[config.mk]
export PLATFORM = sky130hd
export DESIGN_NAME = clk_update_seq
export DESIGN_NICKNAME = d
export VERILOG_FILES = /design/src/rtl/clk_update_pkg.sv /design/src/rtl/upd_phase_gen.sv /design/src/rtl/tod_counter.sv /design/src/rtl/clk_update_seq.sv
export SDC_FILE = /design/constraint.sdc
export NUM_CORES = 1
export LEC_CHECK = 0
export ABC_AREA = 1
export BUFFER_PORTS_ARGS = -buffer_cell sky130_fd_sc_hd__buf_2
export CAP_MARGIN = 20
export CORE_AREA = 4 4 81 83
export CTS_CLUSTER_DIAMETER = 50
export DETAILED_ROUTE_END_ITERATION = 10
export DIE_AREA = 0 0 85 87
export PLACE_DENSITY = 0.75
export SLEW_MARGIN = 20
export SYNTH_ARGS = -nofsm -noshare
export SYNTH_HDL_FRONTEND = slang
export SYNTH_SLANG_ARGS = --single-unit
[constraint.sdc]
create_clock -name clk -period 2.2 [get_ports clk]
set_input_delay 0 -clock clk [delete_from_list [all_inputs] [get_ports clk]]
set_output_delay 0 -clock clk [all_outputs]
set_load 0.01 [all_outputs]
[src/rtl/clk_update_pkg.sv]
package clk_update_pkg;

    typedef struct packed {
        logic [7:0] hr;
        logic [7:0] mn;
        logic [7:0] sc;
    } tod_t;

    typedef struct packed {
        logic       carry;
        logic [7:0] val;
    } step_t;

    // advance a 0..59 field; carry set on the wrap
    function automatic step_t step_sixty(input logic [7:0] v, input logic bin);
        step_t r;
        r.carry = 1'b0;
        r.val   = v + 8'd1;
        if (bin) begin
            if (v >= 8'd59) begin
                r.carry = 1'b1;
                r.val   = 8'd0;
            end
        end else if (v[3:0] >= 4'd9) begin
            if (v[7:4] >= 4'd5) begin
                r.carry = 1'b1;
                r.val   = 8'h00;
            end else begin
                r.val = {v[7:4] + 4'd1, 4'h0};
            end
        end
        return r;
    endfunction

    function automatic logic [7:0] step_hour(input logic [7:0] v, input logic bin,
                                             input logic h24);
        logic [6:0] h;
        logic       pm;
        logic [7:0] r;
        h  = v[6:0];
        pm = v[7];
        if (h24) begin
            if (bin) r = (v >= 8'd23) ? 8'd0 : v + 8'd1;
            else if (v == 8'h23) r = 8'h00;
            else if (v[3:0] >= 4'd9) r = {v[7:4] + 4'd1, 4'h0};
            else r = v + 8'd1;
        end else begin
            if (bin) begin
                if (h >= 7'd12)      r = {pm, 7'd1};
                else if (h == 7'd11) r = {~pm, 7'd12};
                else                 r = {pm, h + 7'd1};
            end else begin
                if (h == 7'h12)      r = {pm, 7'h01};
                else if (h == 7'h11) r = {~pm, 7'h12};
                else if (h[3:0] >= 4'd9) r = {pm, h[6:4] + 3'd1, 4'h0};
                else                 r = {pm, h + 7'd1};
            end
        end
        return r;
    endfunction

endpackage

[src/rtl/upd_phase_gen.sv]
module upd_phase_gen #(
    parameter int TICKS_PER_SEC = 32768,
    parameter int LEAD_TICKS    = 8,
    parameter int TAIL_TICKS    = 65
) (
    input  logic clk,
    input  logic rst,
    input  logic tick,
    input  logic freeze,
    output logic busy,
    output logic advance,
    output logic finished
);
    localparam int PH_W = (TICKS_PER_SEC > 1) ? $clog2(TICKS_PER_SEC) : 1;
    localparam logic [PH_W-1:0] PH_LAST = PH_W'(TICKS_PER_SEC - 1);
    localparam logic [PH_W-1:0] PH_RISE = PH_W'(TICKS_PER_SEC - LEAD_TICKS - 1);
    localparam logic [PH_W-1:0] PH_FALL = PH_W'(TAIL_TICKS - 1);

    logic [PH_W-1:0] phase;

    initial begin
        if (LEAD_TICKS < 1 || TAIL_TICKS < 1 ||
            LEAD_TICKS + TAIL_TICKS >= TICKS_PER_SEC)
            $error("upd_phase_gen: windows do not fit in one second");
    end

    assign advance = tick && (phase == PH_LAST) && busy && !freeze;

    always_ff @(posedge clk) begin
        if (rst) begin
            phase    <= '0;
            busy     <= 1'b0;
            finished <= 1'b0;
        end else begin
            finished <= 1'b0;
            if (tick) phase <= (phase == PH_LAST) ? '0 : phase + 1'b1;
            if (freeze) begin
                busy <= 1'b0;
            end else if (tick && phase == PH_RISE) begin
                busy <= 1'b1;
            end else if (tick && phase == PH_FALL && busy) begin
                busy     <= 1'b0;
                finished <= 1'b1;
            end
        end
    end

    AST_DONE_ONE_CLK: assert property (@(posedge clk) disable iff (rst)
        finished |=> !finished);
    AST_FREEZE_QUIET: assert property (@(posedge clk) disable iff (rst)
        freeze |=> !busy && !finished);
endmodule

[src/rtl/tod_counter.sv]
module tod_counter
    import clk_update_pkg::*;
(
    input  logic       clk,
    input  logic       rst,
    input  logic       advance,
    input  logic       bin,
    input  logic       h24,
    input  logic       wr_en,
    input  logic [1:0] wr_sel,
    input  logic [7:0] wr_data,
    output tod_t       tod
);
    tod_t  nxt;
    step_t s_step;
    step_t m_step;

    always_comb begin
        s_step = step_sixty(tod.sc, bin);
        m_step = step_sixty(tod.mn, bin);
        nxt    = tod;
        nxt.sc = s_step.val;
        if (s_step.carry) begin
            nxt.mn = m_step.val;
            if (m_step.carry) nxt.hr = step_hour(tod.hr, bin, h24);
        end
    end

    always_ff @(posedge clk) begin
        if (rst) begin
            tod <= '0;
        end else begin
            if (advance) tod <= nxt;
            if (wr_en) begin
                case (wr_sel)
                    2'd0:    tod.sc <= wr_data;
                    2'd1:    tod.mn <= wr_data;
                    2'd2:    tod.hr <= wr_data;
                    default: ;
                endcase
            end
        end
    end

    AST_TOD_HOLDS: assert property (@(posedge clk) disable iff (rst)
        !advance && !wr_en |=> $stable(tod));
    AST_SEC_STEPS: assert property (@(posedge clk) disable iff (rst)
        advance && !wr_en && bin |=> (tod.sc == 8'd0) || (tod.sc == $past(tod.sc) + 8'd1));
endmodule

[src/rtl/clk_update_seq.sv]
module clk_update_seq
    import clk_update_pkg::*;
#(
    parameter int TICKS_PER_SEC = 32768,
    parameter int LEAD_TICKS    = 8,
    parameter int TAIL_TICKS    = 65
) (
    input  logic       clk,
    input  logic       rst,
    input  logic       tick_i,
    input  logic       set_i,
    input  logic       bin_i,
    input  logic       h24_i,
    input  logic       wr_en_i,
    input  logic [1:0] wr_sel_i,
    input  logic [7:0] wr_data_i,
    output logic [7:0] sec_o,
    output logic [7:0] min_o,
    output logic [7:0] hr_o,
    output logic       uip_o,
    output logic       done_o
);
    logic adv;
    tod_t tod;

    upd_phase_gen #(
        .TICKS_PER_SEC(TICKS_PER_SEC),
        .LEAD_TICKS   (LEAD_TICKS),
        .TAIL_TICKS   (TAIL_TICKS)
    ) u_phase (
        .clk     (clk),
        .rst     (rst),
        .tick    (tick_i),
        .freeze  (set_i),
        .busy    (uip_o),
        .advance (adv),
        .finished(done_o)
    );

    tod_counter u_tod (
        .clk    (clk),
        .rst    (rst),
        .advance(adv),
        .bin    (bin_i),
        .h24    (h24_i),
        .wr_en  (wr_en_i),
        .wr_sel (wr_sel_i),
        .wr_data(wr_data_i),
        .tod    (tod)
    );

    assign sec_o = tod.sc;
    assign min_o = tod.mn;
    assign hr_o  = tod.hr;

    AST_ADV_UNDER_UIP: assert property (@(posedge clk) disable iff (rst)
        adv |-> uip_o && !set_i);
    AST_DONE_AT_FALL: assert property (@(posedge clk) disable iff (rst)
        done_o |-> $fell(uip_o));
endmodule

==> flow_metrics.tcl, run 1 <==
set metrics [dict create \
    synth.avg_cell_area_sq_um 6.09 \
    syn_inst 516 \
    worst_slew_pin_slew_ns 0.584 \
    die_area_sq_um 7400 \
    holdWs_ns 0.0133 \
    htreeDepth 2 \
    critPathRequiredTime_ns 2.43 \
    gr-usage-met3_pct 3.31 \
    synth_top_cell_by_area "dfxtp_1" \
    grt-busiest-layer "met2" \
    n_antenna_cell 0 \
    wl_per_cell_um 13.0 \
    clk_pin_slew_ns 0.08 \
    cp_top_family "simple AND/OR/NAND/NOR gates" \
    hold_end "u_phase.busy" \
    finalCritPeriodShare_pct 93.5 \
    r2r_start "u_tod.tod[0]" \
    synth_edf_count 0 \
    grt_util_all_layers_pct 22.5 \
    io_pins 43 \
    max_slew_margin_pct 61.0 \
    ys_types 35 \
    maxCapViolations 0 \
    critPathLaunchType "register" \
    grt_antenna_before_repair 0 \
    nets 599 \
    netlist.area_leader.share_pct 26.1 \
    hold_class "in -> reg" \
    ir_drop_mv 0.362 \
    vias 3338 \
    slew_viol_final 0 \
    grt_pass1_vias 3044 \
    port_buffers 42 \
    ff2ff_path_depth 11 \
    cts_tree "built" \
    clock.fmax_mhz 486 \
    worstSetupPathType "reg -> reg" \
    setup_tns_ns 0 \
    path_cells "inv_1, ha_1, nand2_1, nand2_1, nand3_1, nand2_1, nor2_1, nand2_1, o21ai_0, nand2_1, a21oi_1" \
    rsz0062_at_grt "no" \
    cp_slowest_stage_delay_ns 0.43 \
    area_delta_synth_final_pct 12.5 \
    initialDrtViolationCount 264 \
    hold_depth 4 \
    p_per_area_nw_per_um2 459 \
    start_util_pct 53.7 \
    syn_area_sq_um 3140 \
    final_common_cell "nand2_1" \
    yosysWarnings 0 \
    drc 0 \
    rrSetupSlack_ns 0.14 \
    fin_crit_ns 2.06 \
    total_leakage_power_nw 1.77 \
    crit_arrival_ns 2.28 \
    cts_buffers 5 \
    overflow 0 \
    core_area_sq_um 5850 \
    die_w_um 85 \
    firstDrtPassIters 5 \
    wl_mm 8.25 \
    die_h_um 87 \
    status "complete, no violations" \
    slowest_stage "dfxtp_1" \
    cts_sinks 41 \
    async_reset_ff_share_pct 0 \
    end_kind "register" \
    grt_util_met2_pct 37.6 \
    clock_path_buffers 2 \
    crit_top_cell "nand2_1" \
    gp_congestion 0.897 \
    insertion_delay_ns 0.30 \
    root_buffer "clkbuf_8" \
    finalSetupViolCount 0 \
    hold_violations 0 \
    cp_max_fo 6 \
    viasPerCell 5.25 \
    grt_start_max_net_pins 23 \
    power.total_mw 1.62 \
    r2r-end "u_tod.tod[11]" \
    ys_seq_area_share_pct 26.1 \
    grtUsageMet1_pct 30.4 \
    synth_area_leaders "dfxtp_1 (26%), nand2_1 (16%), inv_1 (8.8%), ha_1 (8.8%), nor2_1 (8.6%)" \
    drive_gt1_share_pct 12.7 \
    rows 28 \
    dpl.hpwl_mm 6.33 \
    syn_nets 555 \
    ys_ff_latch 41 \
    antenna_left 0 \
    most-common-layout-cells "nand2_1 (131), inv_1 (74), nor2_1 (72)" \
    skew_ns 0.00290 \
    hold_path_startpoint "set_i" \
    grt_pass1_wl_mm 13.7 \
    crit_buf_inv 1 \
    synth-main-ff-cell "dfxtp_1" \
]
==> tightest hold or removal path: stages <==
cell and delay (ns):
buf_2 0.10, nor2_1 0.05, nand2_1 0.06, nand2_1 0.06
==> state kept, by name, indices dropped and copies added (netlist names) <==
name              flops
u_tod.tod            24
u_phase.phase        15
u_phase.busy          1
u_phase.finished      1
==> report_power, final <==
group	switching, mW	internal [mW]	total (mW)	leakage (nW)
clock	0.275	0.254	0.530	0.0512
sequential	0.0417	0.767	0.809	0.334
combinational	0.181	0.103	0.284	1.39
==> repair_timing <==
action	in CTS	in global routing
setup buffers	0	0
hold endpoints to repair	1	0
gates resized for setup	0	1
setup endpoints to repair	0	1
hold buffers	1	0
==> synthesized netlist by cell type (2+ instances only) <==
| master | count |
|---|---|
| clkbuf_1 | 6 |
| nor3_1 | 9 |
| xor2_1 | 7 |
| nor2_2 | 5 |
| nand4_1 | 4 |
| o21bai_1 | 2 |
| nand2_1 | 131 |
| a21boi_0 | 2 |
| dfxtp_1 | 41 |
| nor2_1 | 72 |
| inv_2 | 2 |
| nand2_2 | 2 |
| inv_1 | 74 |
| ha_1 | 22 |
| nand3_1 | 51 |
| a21oi_1 | 25 |
| or2_2 | 3 |
| o211ai_1 | 5 |
| nor3b_1 | 2 |
| o21ai_0 | 32 |
| buf_2 | 2 |
| nor4_1 | 4 |
==> through the flow <==
step | util, % | setup slack (ns) | instance area, sq um | cells
global route | 60.4 | 0.0173 | 3530 | 636
global placement | 58.5 | 0.233 | 3420 | 627
CTS | 60.3 | 0.153 | 3530 | 636
detailed placement | 58.5 | 0.172 | 3420 | 627
floorplan | - | 0.514 | 3140 | 516
finish | 60.4 | 0.144 | 3530 | 636
==> how the worst max path moves through the flow <==
stage | startpoint | endpoint | slack [ns] | depth (start not counted)
2_1_floorplan | u_tod.tod[0] | u_tod.tod[8] | 0.51 | 12
3_3_place_gp | u_phase.phase[1] | u_tod.tod[8] | 0.23 | 10
3_5_place_dp | u_phase.phase[1] | u_tod.tod[8] | 0.17 | 10
4_1_cts | u_phase.phase[1] | u_tod.tod[8] | 0.15 | 10
5_1_grt | u_phase.phase[1] | u_tod.tod[8] | 0.02 | 10
6_report | u_tod.tod[0] | u_tod.tod[11] | 0.14 | 11
==> area by class of cell <==
type	instances	area [sq um]
Sequential cell	41	821
Clock inverter	2	13.8
Multi-Input combinational cell	389	1990
Fill cell	568	2320
Inverter	77	289
Clock buffer	6	82.6
Tap cell	75	93.8
Timing Repair Buffer	46	243
==> logic make-up after synthesis <==
family | count (synthesis) | synth area share (%)
compound gates | 71 | 12.5
xor+xnor | 8 | 2.23
simple gates | 288 | 39.7
flops | 41 | 26.1
buf+inv | 86 | 10.6
fa+ha+maj | 22 | 8.76
==> per-layer routing <==
metal / up-vias / wire [um]
met5: - / 0
met4: 0 / 49
met3: 8 / 484
met2: 120 / 3870
met1: 1477 / 3850
li1: 1733 / -
Note: power is estimated with default switching activity, not from simulation.
==> run 2: changes to the inputs <==
--- a/config.mk
+++ b/config.mk
@@ -8,11 +8,11 @@
 export ABC_AREA = 1
 export BUFFER_PORTS_ARGS = -buffer_cell sky130_fd_sc_hd__buf_2
 export CAP_MARGIN = 20
-export CORE_AREA = 4 4 81 83
+export CORE_AREA = 4 4 84 86
 export CTS_CLUSTER_DIAMETER = 50
 export DETAILED_ROUTE_END_ITERATION = 10
-export DIE_AREA = 0 0 85 87
-export PLACE_DENSITY = 0.75
+export DIE_AREA = 0 0 88 90
+export PLACE_DENSITY = 0.7
 export SLEW_MARGIN = 20
 export SYNTH_ARGS = -nofsm -noshare
 export SYNTH_HDL_FRONTEND = slang
==> run 2 against run 1 <==
First-iteration DRC count decreased by 36%; sequential power decreased by 0.5%; register-to-register slack improved by 0.08 ns; critical path depth increased by 1; non-clock buffer count up 3; power barely moved; utilization shrank 3.7 points; via count shrank 1.2%; largest cell class unchanged; highest routed layer unchanged.
==> flow_metrics.tcl, run 2 (same netlist as run 1, synthesis figures left out) <==
set metrics [dict create \
    status "complete, no violations" \
    grt_pass1_wl_mm 14.0 \
    io_pins 43 \
    clk_pin_slew_ns 0.09 \
    grt_pass1_vias 3044 \
    finalSetupViolCount 0 \
    critPathLaunchType "register" \
    nets 602 \
    dpl.hpwl_mm 6.40 \
    rsz0062_at_grt "no" \
    cts_sinks 41 \
    die_h_um 90 \
    setup_tns_ns 0 \
    n_antenna_cell 0 \
    clock_path_buffers 2 \
    firstDrtPassIters 5 \
    wl_per_cell_um 12.7 \
    ir_drop_mv 0.359 \
    cts_buffers 5 \
    core_area_sq_um 6280 \
    max_slew_margin_pct 60.3 \
    maxCapViolations 0 \
    area_delta_synth_final_pct 13.3 \
    root_buffer "clkbuf_8" \
    fin_area_sq_um 3560 \
    largest_reg_flops 24 \
    largest-register "u_tod.tod" \
    crit_buf_inv 2 \
    p_per_area_nw_per_um2 456 \
    placed_area_sq_um 3450 \
    skew_ns 0.0118 \
    overflow 0 \
    ff2ff_path_depth 12 \
    htreeDepth 2 \
    end_kind "register" \
    wl_mm 8.15 \
    worstSetupPathType "reg -> reg" \
    r2r-end "u_tod.tod[8]" \
    total_leakage_power_nw 1.79 \
    insertion_delay_ns 0.30 \
    vias 3298 \
    r2r_start "u_tod.tod[0]" \
    cp_top_family "simple AND/OR/NAND/NOR gates" \
    clock.fmax_mhz 506 \
    die_area_sq_um 7920 \
    cts_tree "built" \
    slew_viol_final 0 \
    crit_top_cell "nand2_1" \
    initialDrtViolationCount 168 \
    hold_class "in -> reg" \
    grt_util_all_layers_pct 21.3 \
    critPathRequiredTime_ns 2.40 \
    hold_end "u_tod.tod[4]" \
    hold_violations 0 \
    slowest_stage "dfxtp_1" \
    viasPerCell 5.15 \
    drc 0 \
    antenna_left 0 \
    path_cells "inv_1, ha_1, nand2_1, nand2_1, nand3_1, nand2_1, nor2_2, nand2_1, nand2_1, nand2_1, o21ai_0, inv_1" \
    most-common-layout-cells "nand2_1 (131), inv_1 (74), nor2_1 (71)" \
    postCtsSetupBuffers 0 \
    drive_gt1_share_pct 13.3 \
    hold_depth 3 \
    cp_max_fo 6 \
    port_buffers 42 \
    rows 29 \
    rrSetupSlack_ns 0.22 \
    reg_top3 "u_tod.tod x24, u_phase.phase x15" \
    hold_path_startpoint "wr_data_i[4]" \
    fin_crit_ns 1.98 \
    final_common_cell "nand2_1" \
    crit_arrival_ns 2.18 \
    grt_start_max_net_pins 23 \
    finalCritPeriodShare_pct 89.9 \
    worst_slew_pin_slew_ns 0.595 \
    gp_congestion 0.900 \
    cp_slowest_stage_delay_ns 0.43 \
    start_util_pct 50.0 \
    grt_antenna_before_repair 0 \
    die_w_um 88 \
]
## run 2: worst max-delay path by stage
stage | startpoint | endpoint | slack [ns] | cells past startpoint
after global routing | u_tod.tod[0] | u_tod.tod[8] | 0.008 | 12
after detailed placement | u_phase.phase[1] | u_tod.tod[8] | 0.27 | 10
after floorplan | u_tod.tod[0] | u_tod.tod[8] | 0.51 | 12
final | u_tod.tod[0] | u_tod.tod[8] | 0.22 | 12
after CTS | u_phase.phase[1] | u_tod.tod[8] | 0.25 | 10
after global placement | u_phase.phase[1] | u_tod.tod[8] | 0.27 | 10
## run 2: worst min-delay path, stage by stage
cell and delay [ns]:
buf_2 0.12, o211ai_1 0.10, inv_1 0.06
## run 2: routing by layer
layer / up-vias / track usage [%] / part of all wire (%) / routed length, um
li1: 1736 / - / - / -
met1: 1469 / 30.1 / 48 / 3880
met2: 85 / 34.0 / 46 / 3730
met3: 8 / 3.11 / 5.8 / 472
met4: 0 / 4.48 / 0.83 / 68
met5: - / 0 / 0 / 0
## run 2: cell type report
cell class	instances	area, sq um
Fill cell	644	2720
Multi-Input combinational cell	389	1990
Sequential cell	41	821
Inverter	77	289
Timing Repair Buffer	49	265
Tap cell	77	96.3
Clock buffer	6	82.6
Clock inverter	2	13.8
## run 2: what timing repair did
| action | in CTS | in global routing |
|---|---|---|
| hold buffers | 1 | 0 |
| endpoints found under the setup margin | 0 | 1 |
| hold endpoints to repair | 1 | 0 |
| resized for setup | 0 | 1 |
## run 2: power by group
part / internal [mW] / switching (mW) / total (mW)
clock: 0.255 / 0.273 / 0.527
combinational: 0.106 / 0.185 / 0.291
sequential: 0.768 / 0.0375 / 0.805
## run 2: stage by stage
stage | utilization [%] | hold slack [ns] | setup slack, ns | power (mW) | std cells
after detailed placement | 54.9 | 0.288 | 0.272 | 1.11 | 632
after CTS | 56.6 | 0.00437 | 0.246 | 1.64 | 641
after floorplan | - | 0.139 | 0.514 | 1.00 | 516
final | 56.7 | 0.00987 | 0.223 | 1.62 | 641
after global routing | 56.7 | 0.00998 | 0.00776 | 1.73 | 641
after global placement | 54.9 | 0.284 | 0.269 | 1.10 | 632
==> run 3: changes to the inputs <==
--- a/config.mk
+++ b/config.mk
@@ -8,10 +8,10 @@
 export ABC_AREA = 1
 export BUFFER_PORTS_ARGS = -buffer_cell sky130_fd_sc_hd__buf_2
 export CAP_MARGIN = 20
-export CORE_AREA = 4 4 84 86
+export CORE_AREA = 2 2 82 84
 export CTS_CLUSTER_DIAMETER = 50
 export DETAILED_ROUTE_END_ITERATION = 10
-export DIE_AREA = 0 0 88 90
+export DIE_AREA = 0 0 84 86
 export PLACE_DENSITY = 0.7
 export SLEW_MARGIN = 20
 export SYNTH_ARGS = -nofsm -noshare
==> run 3 against run 2 <==
Routed wire length is 0.20% lower; clock-buffer cell count down 1; sequential share of layout area shrank 0.17 points; combinational power barely moved; power is 6.0% higher.
==> flow_metrics.tcl, run 3 (same netlist as run 1, synthesis figures left out) <==
set metrics [dict create \
    end_kind "register" \
    path_cells "ha_1, nand4_2, nor2_4, nand3_2, nor2_2, nand2_1, nand2_1, nand2_1, o21ai_0, inv_1" \
    firstDrtPassIters 5 \
    clock_path_buffers 2 \
    wl_per_cell_um 12.7 \
    crit_buf_inv 1 \
    total_leakage_power_nw 1.79 \
    cp_top_family "simple AND/OR/NAND/NOR gates" \
    cts_tree "built" \
    postCtsSetupBuffers 0 \
    start_util_pct 50.0 \
    max_slew_margin_pct 61.4 \
    die_h_um 86 \
    grt_start_max_net_pins 23 \
    largest_reg_flops 24 \
    crit_arrival_ns 2.18 \
    port_buffers 42 \
    drc 0 \
    p_per_area_nw_per_um2 480 \
    grt_pass1_vias 3010 \
    viasPerCell 5.25 \
    drive_gt1_share_pct 13.1 \
    hold_violations 0 \
    wl_mm 8.13 \
    core_area_sq_um 6280 \
    n_antenna_cell 0 \
    cts_sinks 41 \
    finalSetupViolCount 0 \
    rows 29 \
    cp_slowest_stage_delay_ns 0.38 \
    crit_top_cell "nand2_1" \
    area_delta_synth_final_pct 14.1 \
    final_common_cell "nand2_1" \
    setup_tns_ns 0 \
    critPathRequiredTime_ns 2.40 \
    worstSetupPathType "reg -> reg" \
    rsz0062_at_grt "no" \
    slowest_stage "dfxtp_1" \
    root_buffer "clkbuf_8" \
    reg_top3 "u_tod.tod x24, u_phase.phase x15" \
    worst_slew_pin_slew_ns 0.579 \
    hold_class "in -> reg" \
    clock.fmax_mhz 506 \
    largest-register "u_tod.tod" \
    status "complete, no violations" \
    grt_pass1_wl_mm 13.6 \
    critPathLaunchType "register" \
    finalCritPeriodShare_pct 89.9 \
    overflow 0 \
    gp_congestion 0.845 \
    insertion_delay_ns 0.30 \
    vias 3369 \
    fin_crit_ns 1.98 \
    ir_drop_mv 0.571 \
    final_cells 642 \
    clk_pin_slew_ns 0.09 \
    antenna_left 0 \
    initialDrtViolationCount 165 \
    htreeDepth 2 \
    grt_util_all_layers_pct 22.7 \
    most-common-layout-cells "nand2_1 (131), inv_1 (74), nor2_1 (72)" \
    grt_antenna_before_repair 0 \
    dpl.hpwl_mm 6.43 \
    slew_viol_final 0 \
    nets 603 \
    io_pins 43 \
    skew_ns 0.00932 \
    die_w_um 84 \
    cts_buffers 5 \
    die_area_sq_um 7220 \
    maxCapViolations 0 \
    cp_max_fo 5 \
    dpl.cell_count 632 \
    n_fill_cell 643 \
]
## run 3: worst paths after layout
kind                     start           endpoint  slack, ns  cells past startpoint
max           u_phase.phase[1]       u_tod.tod[8]       0.22                     10
max reg2reg   u_phase.phase[1]       u_tod.tod[8]       0.22                     10
min reg2reg  u_phase.phase[13]  u_phase.phase[13]       0.48                      2
min                     tick_i   u_phase.phase[0]       0.01                      3
## run 3: worst reg2reg max path, cell delays in order, from the launching register on
cell,delay (ns)
dfxtp_1,0.38
ha_1,0.22
nand4_2,0.18
nor2_4,0.18
nand3_2,0.17
nor2_2,0.25
nand2_1,0.16
nand2_1,0.09
nand2_1,0.04
o21ai_0,0.17
inv_1,0.05
## run 3: where the power goes
part	switching (mW)	leakage (nW)	internal, mW
logic	0.187	1.41	0.108
clock network	0.282	0.0543	0.340
registers	0.0373	0.334	0.767
## run 3: final cells by class
class                   instances  area (sq um)  share of cell area, %
repair buffers                 50           275                   7.68
clock inverters                 3          46.3                   1.29
inverters                      77           289                   8.07
well taps                      77          96.3                   2.69
clock buffers                   5          68.8                   1.92
flip-flops and latches         41           821                   22.9
multi-input cells             389          1990                   55.4
## run 3: timing repair
action                    4_1_cts  5_1_grt
hold buffers                    2        0
hold endpoints to repair        2        0
resized for setup               0        0
## run 3: routing by layer
| metal | track usage, % | share of wire, % | wire length (um) |
|---|---|---|---|
| met1 | 29.9 | 48 | 3890 |
| met4 | 4.84 | 0.91 | 74 |
| met5 | 0 | 0 | 0 |
| met3 | 4.23 | 5.4 | 438 |
| met2 | 38.8 | 46 | 3720 |
## run 3: stage by stage
stage                     util [%]  instance area (sq um)  setup slack [ns]  power (mW)  hold slack [ns]
final                         57.1                   3580             0.223        1.72           0.0137
after CTS                     57.1                   3580             0.234        1.73          0.00180
after global routing          57.1                   3580           0.00219        1.81           0.0130
after global placement        54.9                   3450             0.260        1.10            0.281
after floorplan                  -                   3140             0.514        1.00            0.139
after detailed placement      54.9                   3450             0.258        1.11            0.291
